[config.mk]
export PLATFORM = sky130hd
export DESIGN_NAME = lm_ladder_exp
export DESIGN_NICKNAME = d
export VERILOG_FILES = /design/src/rtl/lm_pkg.sv /design/src/rtl/lm_exp_blinder.sv /design/src/rtl/lm_mul_port.sv /design/src/rtl/lm_ladder_regs.sv /design/src/rtl/lm_ladder_exp.sv
export SDC_FILE = /design/constraint.sdc
export NUM_CORES = 1
export LEC_CHECK = 0
export CAP_MARGIN = 20
export CORE_ASPECT_RATIO = 0.75
export CORE_MARGIN = 10
export CORE_UTILIZATION = 24
export CTS_BUF_LIST = sky130_fd_sc_hd__clkbuf_8
export CTS_CLUSTER_DIAMETER = 120
export DETAILED_ROUTE_END_ITERATION = 10
export GPL_TIMING_DRIVEN = 0
export PLACE_DENSITY = 0.44
export SYNTH_ARGS = -nofsm -noshare
export SYNTH_HDL_FRONTEND = slang
export SYNTH_SLANG_ARGS = --single-unit
[constraint.sdc]
create_clock -name clk -period 4 [get_ports clk]
set_clock_uncertainty 0.15 [all_clocks]
set_input_delay 0.8 -clock clk [delete_from_list [all_inputs] [get_ports clk]]
set_output_delay 0.8 -clock clk [all_outputs]
set_load 0.02 [all_outputs]
[src/rtl/lm_pkg.sv]
package lm_pkg;
  typedef enum logic [1:0] {
    ST_IDLE  = 2'd0,
    ST_ISSUE = 2'd1,
    ST_WAIT  = 2'd2,
    ST_FIN   = 2'd3
  } lm_state_e;

  localparam int CH_MUL = 0;
  localparam int CH_SQR = 1;
  localparam int N_CH   = 2;
endpackage

[src/rtl/lm_exp_blinder.sv]
module lm_exp_blinder #(
  parameter int EW = 16,
  parameter int WW = 8,
  localparam int KW = $clog2(EW + 1),
  localparam int XW = EW + WW,
  localparam int SW = $clog2(XW + 1)
) (
  input  logic [EW-1:0] exp_d,
  input  logic [EW-1:0] phi,
  input  logic [WW-1:0] blind_r,
  input  logic [KW-1:0] exp_bits,
  input  logic          blind_en,
  output logic [XW-1:0] exp_x,
  output logic [SW-1:0] steps
);
  localparam logic [KW-1:0] KMAX = KW'(EW);

  logic [KW-1:0] kc;
  logic [EW-1:0] kmask;
  logic [EW-1:0] d_m;
  logic [EW-1:0] p_m;
  logic [XW-1:0] rp;

  assign kc = (exp_bits > KMAX) ? KMAX : exp_bits;

  always_comb begin
    for (int i = 0; i < EW; i++) kmask[i] = (int'(kc) > i);
  end

  assign d_m   = exp_d & kmask;
  assign p_m   = phi & kmask;
  assign rp    = XW'(blind_r) * XW'(p_m);
  assign exp_x = blind_en ? (XW'(d_m) + rp) : XW'(d_m);
  assign steps = SW'(kc) + (blind_en ? SW'(WW) : SW'(0));
endmodule

[src/rtl/lm_mul_port.sv]
module lm_mul_port #(
  parameter int DW = 16
) (
  input  logic          clk,
  input  logic          rst_n,
  input  logic          issue,
  input  logic [DW-1:0] op_a,
  input  logic [DW-1:0] op_b,
  input  logic          take,
  output logic          req_valid,
  input  logic          req_ready,
  output logic [DW-1:0] req_a,
  output logic [DW-1:0] req_b,
  input  logic          rsp_valid,
  output logic          rsp_ready,
  input  logic [DW-1:0] rsp_data,
  output logic          have,
  output logic [DW-1:0] prod
);
  logic waiting;

  assign rsp_ready = waiting;

  always_ff @(posedge clk or negedge rst_n) begin
    if (!rst_n) begin
      req_valid <= 1'b0;
      req_a     <= '0;
      req_b     <= '0;
      waiting   <= 1'b0;
      have      <= 1'b0;
      prod      <= '0;
    end else begin
      if (issue) begin
        req_valid <= 1'b1;
        req_a     <= op_a;
        req_b     <= op_b;
      end else if (req_valid && req_ready) begin
        req_valid <= 1'b0;
      end
      if (req_valid && req_ready) waiting <= 1'b1;
      else if (rsp_valid && waiting) waiting <= 1'b0;
      if (rsp_valid && waiting) begin
        have <= 1'b1;
        prod <= rsp_data;
      end else if (take) begin
        have <= 1'b0;
      end
    end
  end

  assert_req_hold_R10: assert property (@(posedge clk) disable iff (!rst_n)
    (req_valid && !req_ready) |=> (req_valid && $stable(req_a) && $stable(req_b)));

  assert_issue_clean_R3: assert property (@(posedge clk) disable iff (!rst_n)
    issue |-> (!req_valid && !waiting && !have));

  assert_take_after_rsp_R11: assert property (@(posedge clk) disable iff (!rst_n)
    take |-> have);
endmodule

[src/rtl/lm_ladder_regs.sv]
module lm_ladder_regs #(
  parameter int DW = 16
) (
  input  logic          clk,
  input  logic          rst_n,
  input  logic          load,
  input  logic [DW-1:0] msg,
  input  logic          commit,
  input  logic          bit_val,
  input  logic [DW-1:0] prod_in,
  input  logic [DW-1:0] sqr_in,
  output logic [DW-1:0] reg_a,
  output logic [DW-1:0] reg_b,
  output logic [DW-1:0] sq_op
);
  assign sq_op = bit_val ? reg_b : reg_a;

  always_ff @(posedge clk or negedge rst_n) begin
    if (!rst_n) begin
      reg_a <= '0;
      reg_b <= '0;
    end else if (load) begin
      reg_a <= DW'(1);
      reg_b <= msg;
    end else if (commit) begin
      if (bit_val) begin
        reg_a <= prod_in;
        reg_b <= sqr_in;
      end else begin
        reg_b <= prod_in;
        reg_a <= sqr_in;
      end
    end
  end

  assert_regs_hold_R4: assert property (@(posedge clk) disable iff (!rst_n)
    (!load && !commit) |=> ($stable(reg_a) && $stable(reg_b)));
endmodule

[src/rtl/lm_ladder_exp.sv]
module lm_ladder_exp
  import lm_pkg::*;
#(
  parameter int DW = 16,
  parameter int EW = 16,
  parameter int WW = 8,
  localparam int KW = $clog2(EW + 1),
  localparam int XW = EW + WW,
  localparam int SW = $clog2(XW + 1)
) (
  input  logic          clk,
  input  logic          rst_n,
  input  logic          start,
  input  logic          blind_en,
  input  logic [DW-1:0] msg,
  input  logic [EW-1:0] exp_d,
  input  logic [KW-1:0] exp_bits,
  input  logic [EW-1:0] phi,
  input  logic [WW-1:0] blind_r,
  output logic          busy,
  output logic          done,
  output logic [DW-1:0] result,
  output logic          mul_req_valid,
  input  logic          mul_req_ready,
  output logic [DW-1:0] mul_req_a,
  output logic [DW-1:0] mul_req_b,
  input  logic          mul_rsp_valid,
  output logic          mul_rsp_ready,
  input  logic [DW-1:0] mul_rsp_data,
  output logic          sq_req_valid,
  input  logic          sq_req_ready,
  output logic [DW-1:0] sq_req_a,
  output logic [DW-1:0] sq_req_b,
  input  logic          sq_rsp_valid,
  output logic          sq_rsp_ready,
  input  logic [DW-1:0] sq_rsp_data
);
  lm_state_e     st;
  logic [XW-1:0] dreg;
  logic [SW-1:0] cnt;
  logic [XW-1:0] exp_x;
  logic [SW-1:0] steps;
  logic          load, issue, commit, bit_val;
  logic [DW-1:0] reg_a, reg_b, sq_op;

  logic [DW-1:0] op_a [N_CH];
  logic [DW-1:0] op_b [N_CH];
  logic [DW-1:0] q_a  [N_CH];
  logic [DW-1:0] q_b  [N_CH];
  logic [DW-1:0] r_d  [N_CH];
  logic [DW-1:0] prod [N_CH];
  logic [N_CH-1:0] q_v, q_r, r_v, r_r, have;

  lm_exp_blinder #(.EW(EW), .WW(WW)) u_blind (
    .exp_d(exp_d), .phi(phi), .blind_r(blind_r), .exp_bits(exp_bits),
    .blind_en(blind_en), .exp_x(exp_x), .steps(steps)
  );

  assign load    = (st == ST_IDLE) && start;
  assign issue   = (st == ST_ISSUE);
  assign commit  = (st == ST_WAIT) && (&have);
  assign bit_val = dreg[XW-1];

  lm_ladder_regs #(.DW(DW)) u_regs (
    .clk(clk), .rst_n(rst_n), .load(load), .msg(msg), .commit(commit),
    .bit_val(bit_val), .prod_in(prod[CH_MUL]), .sqr_in(prod[CH_SQR]),
    .reg_a(reg_a), .reg_b(reg_b), .sq_op(sq_op)
  );

  assign op_a[CH_MUL] = reg_a;
  assign op_b[CH_MUL] = reg_b;
  assign op_a[CH_SQR] = sq_op;
  assign op_b[CH_SQR] = sq_op;

  assign q_r = {sq_req_ready, mul_req_ready};
  assign r_v = {sq_rsp_valid, mul_rsp_valid};
  assign r_d[CH_MUL] = mul_rsp_data;
  assign r_d[CH_SQR] = sq_rsp_data;

  for (genvar g = 0; g < N_CH; g++) begin : g_port
    lm_mul_port #(.DW(DW)) u_port (
      .clk(clk), .rst_n(rst_n), .issue(issue), .op_a(op_a[g]), .op_b(op_b[g]),
      .take(commit), .req_valid(q_v[g]), .req_ready(q_r[g]), .req_a(q_a[g]),
      .req_b(q_b[g]), .rsp_valid(r_v[g]), .rsp_ready(r_r[g]), .rsp_data(r_d[g]),
      .have(have[g]), .prod(prod[g])
    );
  end

  assign mul_req_valid = q_v[CH_MUL];
  assign mul_req_a     = q_a[CH_MUL];
  assign mul_req_b     = q_b[CH_MUL];
  assign mul_rsp_ready = r_r[CH_MUL];
  assign sq_req_valid  = q_v[CH_SQR];
  assign sq_req_a      = q_a[CH_SQR];
  assign sq_req_b      = q_b[CH_SQR];
  assign sq_rsp_ready  = r_r[CH_SQR];

  always_ff @(posedge clk or negedge rst_n) begin
    if (!rst_n) begin
      st   <= ST_IDLE;
      dreg <= '0;
      cnt  <= '0;
    end else begin
      unique case (st)
        ST_IDLE: if (start) begin
          dreg <= exp_x << (SW'(XW) - steps);
          cnt  <= steps;
          st   <= (steps == '0) ? ST_FIN : ST_ISSUE;
        end
        ST_ISSUE: st <= ST_WAIT;
        ST_WAIT: if (commit) begin
          dreg <= dreg << 1;
          cnt  <= cnt - 1'b1;
          st   <= (cnt == SW'(1)) ? ST_FIN : ST_ISSUE;
        end
        ST_FIN: st <= ST_IDLE;
        default: st <= ST_IDLE;
      endcase
    end
  end

  assign busy   = (st != ST_IDLE);
  assign done   = (st == ST_FIN);
  assign result = reg_a;

  assert_start_taken_R2: assert property (@(posedge clk) disable iff (!rst_n)
    (!busy && start) |=> busy);

  assert_pair_issue_R3: assert property (@(posedge clk) disable iff (!rst_n)
    $rose(mul_req_valid) |-> $rose(sq_req_valid));

  assert_steps_left_R5: assert property (@(posedge clk) disable iff (!rst_n)
    (st == ST_ISSUE || st == ST_WAIT) |-> (cnt != '0));

  assert_done_pulse_R6: assert property (@(posedge clk) disable iff (!rst_n)
    done |=> (!done && !busy));
endmodule

==> flow_summary.html <==
<table>
<tr><th>Metric</th><th>Value</th></tr>
<tr><th colspan="2">Run status</th></tr>
<tr><td>Run status</td><td>finished, violations left</td></tr>
<tr><td>Violations in the final reports</td><td>setup timing</td></tr>
<tr><th colspan="2">Drt</th></tr>
<tr><td>Average detailed-routed wire length per instance</td><td>21.9 um</td></tr>
<tr><td>Final antenna-violating net count</td><td>0</td></tr>
<tr><td>Number of detailed-routing iterations run before antenna repair</td><td>5</td></tr>
<tr><td>Final routed wirelength across all metal layers</td><td>54900 um</td></tr>
<tr><td>Total number of vias</td><td>12600</td></tr>
<tr><td>Vias per cell</td><td>5.01</td></tr>
<tr><td>Drc violations</td><td>0</td></tr>
<tr><td>Number of DRC violations after detailed-routing iteration 0</td><td>1081</td></tr>
<tr><th colspan="2">Clocking</th></tr>
<tr><td>Clock Pin Slew Worst Setup and Hold Paths</td><td>0.08 ns</td></tr>
<tr><td>Maximum level of the CTS H-tree</td><td>4</td></tr>
<tr><td>Clock Path Buffers</td><td>2</td></tr>
<tr><td>Number of hold buffers added after cts</td><td>0</td></tr>
<tr><td>Clock insertion delay at the later pin of the skew report</td><td>0.49 ns</td></tr>
<tr><td>CTS tree</td><td>done</td></tr>
<tr><td>Clock sink count</td><td>149</td></tr>
<tr><td>Root Buffer Master</td><td>sky130_fd_sc_hd__clkbuf_8</td></tr>
<tr><td>Clock buffer count from CTS</td><td>17</td></tr>
<tr><th colspan="2">Critical path</th></tr>
<tr><td>Worst-path maximum fanout</td><td>9</td></tr>
<tr><td>Arrival time at the worst endpoint</td><td>6.92 ns</td></tr>
<tr><td>Required time of the worst setup path</td><td>4.22 ns</td></tr>
<tr><td>Endpoint class of the critical path</td><td>flip-flop</td></tr>
<tr><td>Length in cells of the worst reg-to-reg path</td><td>9</td></tr>
<tr><td>Worst-case register-to-register setup slack</td><td>0.95 ns</td></tr>
<tr><td>RR Startpoint</td><td>st[0]</td></tr>
<tr><td>Crit Path Class</td><td>input port to flip-flop</td></tr>
<tr><td>Type of element launching the critical path</td><td>input port</td></tr>
<tr><td>Critical register-to-register path endpoint</td><td>dreg[11]</td></tr>
<tr><th colspan="2">Synthesis</th></tr>
<tr><td>Number of standard cells after synthesis</td><td>1480</td></tr>
<tr><td>Simple-Gate Fraction of Synth Area</td><td>17.1%</td></tr>
<tr><td>Average footprint of a synthesized cell</td><td>9.04 sq um</td></tr>
<tr><td>Fraction of synthesized area in multiplexers</td><td>10.7%</td></tr>
<tr><td>Distinct cell type count of the synthesized netlist</td><td>77</td></tr>
<tr><td>Combinational family with the most area after synthesis</td><td>adder cells</td></tr>
<tr><td>EDFF count, synth</td><td>0</td></tr>
<tr><td>Xor-xnor portion of the synthesized cell area</td><td>0.982%</td></tr>
<tr><td>Total nets after synthesis</td><td>1732</td></tr>
<tr><td>Cell area after synthesis</td><td>13400 sq um</td></tr>
<tr><td>Share of synthesized flip-flops with an asynchronous set or reset</td><td>100%</td></tr>
<tr><td>Portion of the post-synthesis area used by sequential elements</td><td>27.9%</td></tr>
<tr><td>Top FF cell, synth</td><td>sky130_fd_sc_hd__dfrtp_1</td></tr>
<tr><td>Share of synthesized cell area in full adder, half adder and majority cells</td><td>19.7%</td></tr>
<tr><td>Synthesis-stage register bit count</td><td>149</td></tr>
<tr><td>Number of warnings printed during yosys synthesis</td><td>0</td></tr>
<tr><td>Synthesized-area fraction occupied by ao, oa, aoi and oai cells</td><td>15.9%</td></tr>
<tr><th colspan="2">STA</th></tr>
<tr><td>Slew margin rel.</td><td>23.8%</td></tr>
<tr><td>Period utilisation layout</td><td>168%</td></tr>
<tr><td>FMAX</td><td>0.149 GHz</td></tr>
<tr><td>Setup repair after global routing missed its margin</td><td>yes</td></tr>
<tr><td>Final Worst Setup Slack</td><td>-2.70 ns</td></tr>
<tr><td>Worst slew pin tran</td><td>1.14 ns</td></tr>
<tr><td>Final period demand of the worst path</td><td>6.70 ns</td></tr>
<tr><td>Final setup fails</td><td>22</td></tr>
<tr><td>Number of failing hold endpoints at the final stage</td><td>0</td></tr>
<tr><td>Final max-slew violation count</td><td>0</td></tr>
<tr><th colspan="2">Floorplanning</th></tr>
<tr><td>Y dimension of the die</td><td>224 um</td></tr>
<tr><td>Initial core utilization</td><td>24.4%</td></tr>
<tr><td>Standard-cell row count</td><td>74</td></tr>
<tr><td>Die W</td><td>293 um</td></tr>
<tr><td>Total I/O pin count</td><td>187</td></tr>
<tr><td>Placeable Area</td><td>54800 sq um</td></tr>
<tr><td>Total die area</td><td>65700 sq um</td></tr>
<tr><th colspan="2">Placed design</th></tr>
<tr><td>Cell Count Post-Placement</td><td>2387</td></tr>
<tr><td>Routability-driven placement congestion ratio</td><td>0.866</td></tr>
<tr><td>Placed Area</td><td>16500 sq um</td></tr>
<tr><td>Post-DP HPWL</td><td>43800 um</td></tr>
<tr><td>Number of port buffers</td><td>184</td></tr>
<tr><th colspan="2">Cells and area</th></tr>
<tr><td>Syn-to-layout area delta</td><td>39.0%</td></tr>
<tr><td>Non-filler instance count after layout</td><td>2507</td></tr>
<tr><td>Most frequent cells in the layout</td><td>179 x sky130_fd_sc_hd__clkdlybuf4s50_1, 149 x sky130_fd_sc_hd__dfrtp_1, 140 x sky130_fd_sc_hd__inv_1, 136 x sky130_fd_sc_hd__nand2_1, 98 x sky130_fd_sc_hd__fa_1</td></tr>
<tr><td>Proportion of layout cells with a drive suffix above 1</td><td>22.9%</td></tr>
<tr><td>Summed area of non-filler cells in the final layout</td><td>18600 sq um</td></tr>
<tr><td>Number of diodes added for antenna fixing</td><td>0</td></tr>
<tr><td>Nets</td><td>2024</td></tr>
<tr><td>Leading cell type in the layout, fill and taps excluded</td><td>sky130_fd_sc_hd__clkdlybuf4s50_1</td></tr>
<tr><th colspan="2">GRT</th></tr>
<tr><td>Sum of overflow across all layers after global routing</td><td>0</td></tr>
<tr><td>Via count of the first global-routing pass</td><td>12700</td></tr>
<tr><td>Pin count of the biggest net entering global routing</td><td>89</td></tr>
<tr><td>Global-route total usage across every layer</td><td>16.5%</td></tr>
<tr><td>Number of antenna violations at the first check in global routing</td><td>0</td></tr>
<tr><td>Global-route wire length before repair</td><td>82800 um</td></tr>
<tr><th colspan="2">Power and ir drop</th></tr>
<tr><td>Worst ir drop on vdd</td><td>0.000446 V</td></tr>
<tr><td>PwrDens</td><td>767 nW/um^2</td></tr>
<tr><td>Standby leakage power</td><td>8.09 nW</td></tr>
<tr><td>Final Total Pwr</td><td>14.3 mW</td></tr>
<tr><th colspan="2">Job</th></tr>
<tr><td>Number of max-cap violations</td><td>0</td></tr>
<tr><th colspan="2">Hold path</th></tr>
<tr><td>Min-Delay Path Class</td><td>input port to asynchronous set/reset pin</td></tr>
</table>
-- metrics by stage --
step                      worst slack (ns)  setup TNS (ns)  hold slack (ns)  utilization, %
after floorplan                      -2.69          -46.58            0.299               -
after global placement               -4.78         -779.73            0.320            30.0
after global routing                 -2.82          -52.41            0.125            33.9
after detailed placement             -4.72          -89.12            0.323            30.1
final                                -2.70          -48.85           0.0993            33.9
after CTS                            -2.56          -48.21            0.105            32.9
-- sequential cells by signal, indices dropped and copies added (netlist names) --
| name | cells |
|---|---|
| g_port.u_port.prod | 32 |
| g_port.u_port.req_a | 32 |
| dreg | 24 |
| g_port.u_port.req_b | 16 |
| u_regs.reg_a | 16 |
| u_regs.reg_b | 16 |
| cnt | 5 |
| g_port.u_port.have | 2 |
| g_port.u_port.req_valid | 2 |
| g_port.u_port.rsp_ready | 2 |
| st | 2 |
-- timing repair --
item | 4_1_cts | 5_1_grt
setup buffers | 68 | 28
pin swaps | 63 | 62
gates resized for setup | 166 | 102
endpoints found under the setup margin | 24 | 23
-- power by group --
part / total, mW / switching (mW) / leakage [nW] / internal (mW)
clock network: 1.17 / 0.594 / 0.200 / 0.572
logic: 10.4 / 5.73 / 6.04 / 4.62
registers: 2.75 / 0.575 / 1.85 / 2.17
-- synth_stat cells, types with 43 or more instances --
cell type                  number  share of area (%)
sky130_fd_sc_hd__and2_1        43                2.0
sky130_fd_sc_hd__and3_1        74                3.5
sky130_fd_sc_hd__mux2i_1       68                5.1
sky130_fd_sc_hd__mux2_2        65                5.5
sky130_fd_sc_hd__a21oi_1       71                2.7
sky130_fd_sc_hd__nand2_1      152                4.3
sky130_fd_sc_hd__inv_1        151                4.2
sky130_fd_sc_hd__fa_1         100                 15
sky130_fd_sc_hd__dfrtp_1      149                 28
sky130_fd_sc_hd__clkbuf_1      67                1.9
sky130_fd_sc_hd__o21ai_0       78                2.9
sky130_fd_sc_hd__nor2_1        89                2.5
sky130_fd_sc_hd__ha_1          51                4.8
-- worst max-delay path by stage --
stage                     to  slack, ns         from  cells after the start
finish              dreg[15]      -2.70  exp_bits[1]                     26
global route        dreg[15]      -2.82  exp_bits[0]                     28
CTS                 dreg[17]      -2.56  exp_bits[4]                     26
detailed placement  dreg[21]      -4.72  exp_bits[4]                     23
global placement    dreg[21]      -4.78  exp_bits[4]                     23
floorplan           dreg[17]      -2.69  exp_bits[4]                     25
-- per-layer routing --
metal  wire length [um]  track usage, %  up-vias
met5                  0               0        -
met4                541            2.42        0
met3               3500            3.02       41
met2              23800            24.8      401
met1              27000            24.5     6406
li1                   -               -     5721
-- critical path: stages --
cell and delay (ns):
sky130_fd_sc_hd__clkdlybuf4s15_1 0.22, sky130_fd_sc_hd__clkbuf_8 0.17, sky130_fd_sc_hd__buf_4 0.17, sky130_fd_sc_hd__o21ai_0 0.33
sky130_fd_sc_hd__nand2_2 0.23, sky130_fd_sc_hd__and3_1 0.26, sky130_fd_sc_hd__fa_1 0.52, sky130_fd_sc_hd__inv_2 0.04
sky130_fd_sc_hd__fa_1 0.54, sky130_fd_sc_hd__inv_2 0.04, sky130_fd_sc_hd__fa_1 0.52, sky130_fd_sc_hd__inv_1 0.05
sky130_fd_sc_hd__fa_1 0.49, sky130_fd_sc_hd__inv_2 0.05, sky130_fd_sc_hd__ha_4 0.27, sky130_fd_sc_hd__o211ai_1 0.08
sky130_fd_sc_hd__buf_4 0.15, sky130_fd_sc_hd__o211ai_4 0.30, sky130_fd_sc_hd__buf_6 0.15, sky130_fd_sc_hd__buf_6 0.09
sky130_fd_sc_hd__buf_6 0.09, sky130_fd_sc_hd__a21boi_2 0.06, sky130_fd_sc_hd__xnor2_2 0.19, sky130_fd_sc_hd__o211a_1 0.23
sky130_fd_sc_hd__mux4_2 0.51, sky130_fd_sc_hd__a221o_1 0.34
-- cell families after synthesis --
logic type                 count (synthesis)
and+or+nand+nor                          464
AOI/OAI and AO/OA                        316
buffers and inverters                    251
adders and majority gates                151
DFF                                      149
muxes                                    134
xor gates and xnor gates                  15
-- final cells by class --
class	count	area (sq um)
sequential	149	3730
timing repair buffer	276	2660
tap	722	903
inverter	152	587
multi-input combinational	1080	9810
fill	5720	36200
clock inverter	13	119
clock buffer	19	262
buffer	96	519
No activity file was read; power rests on OpenSTA's default activity.
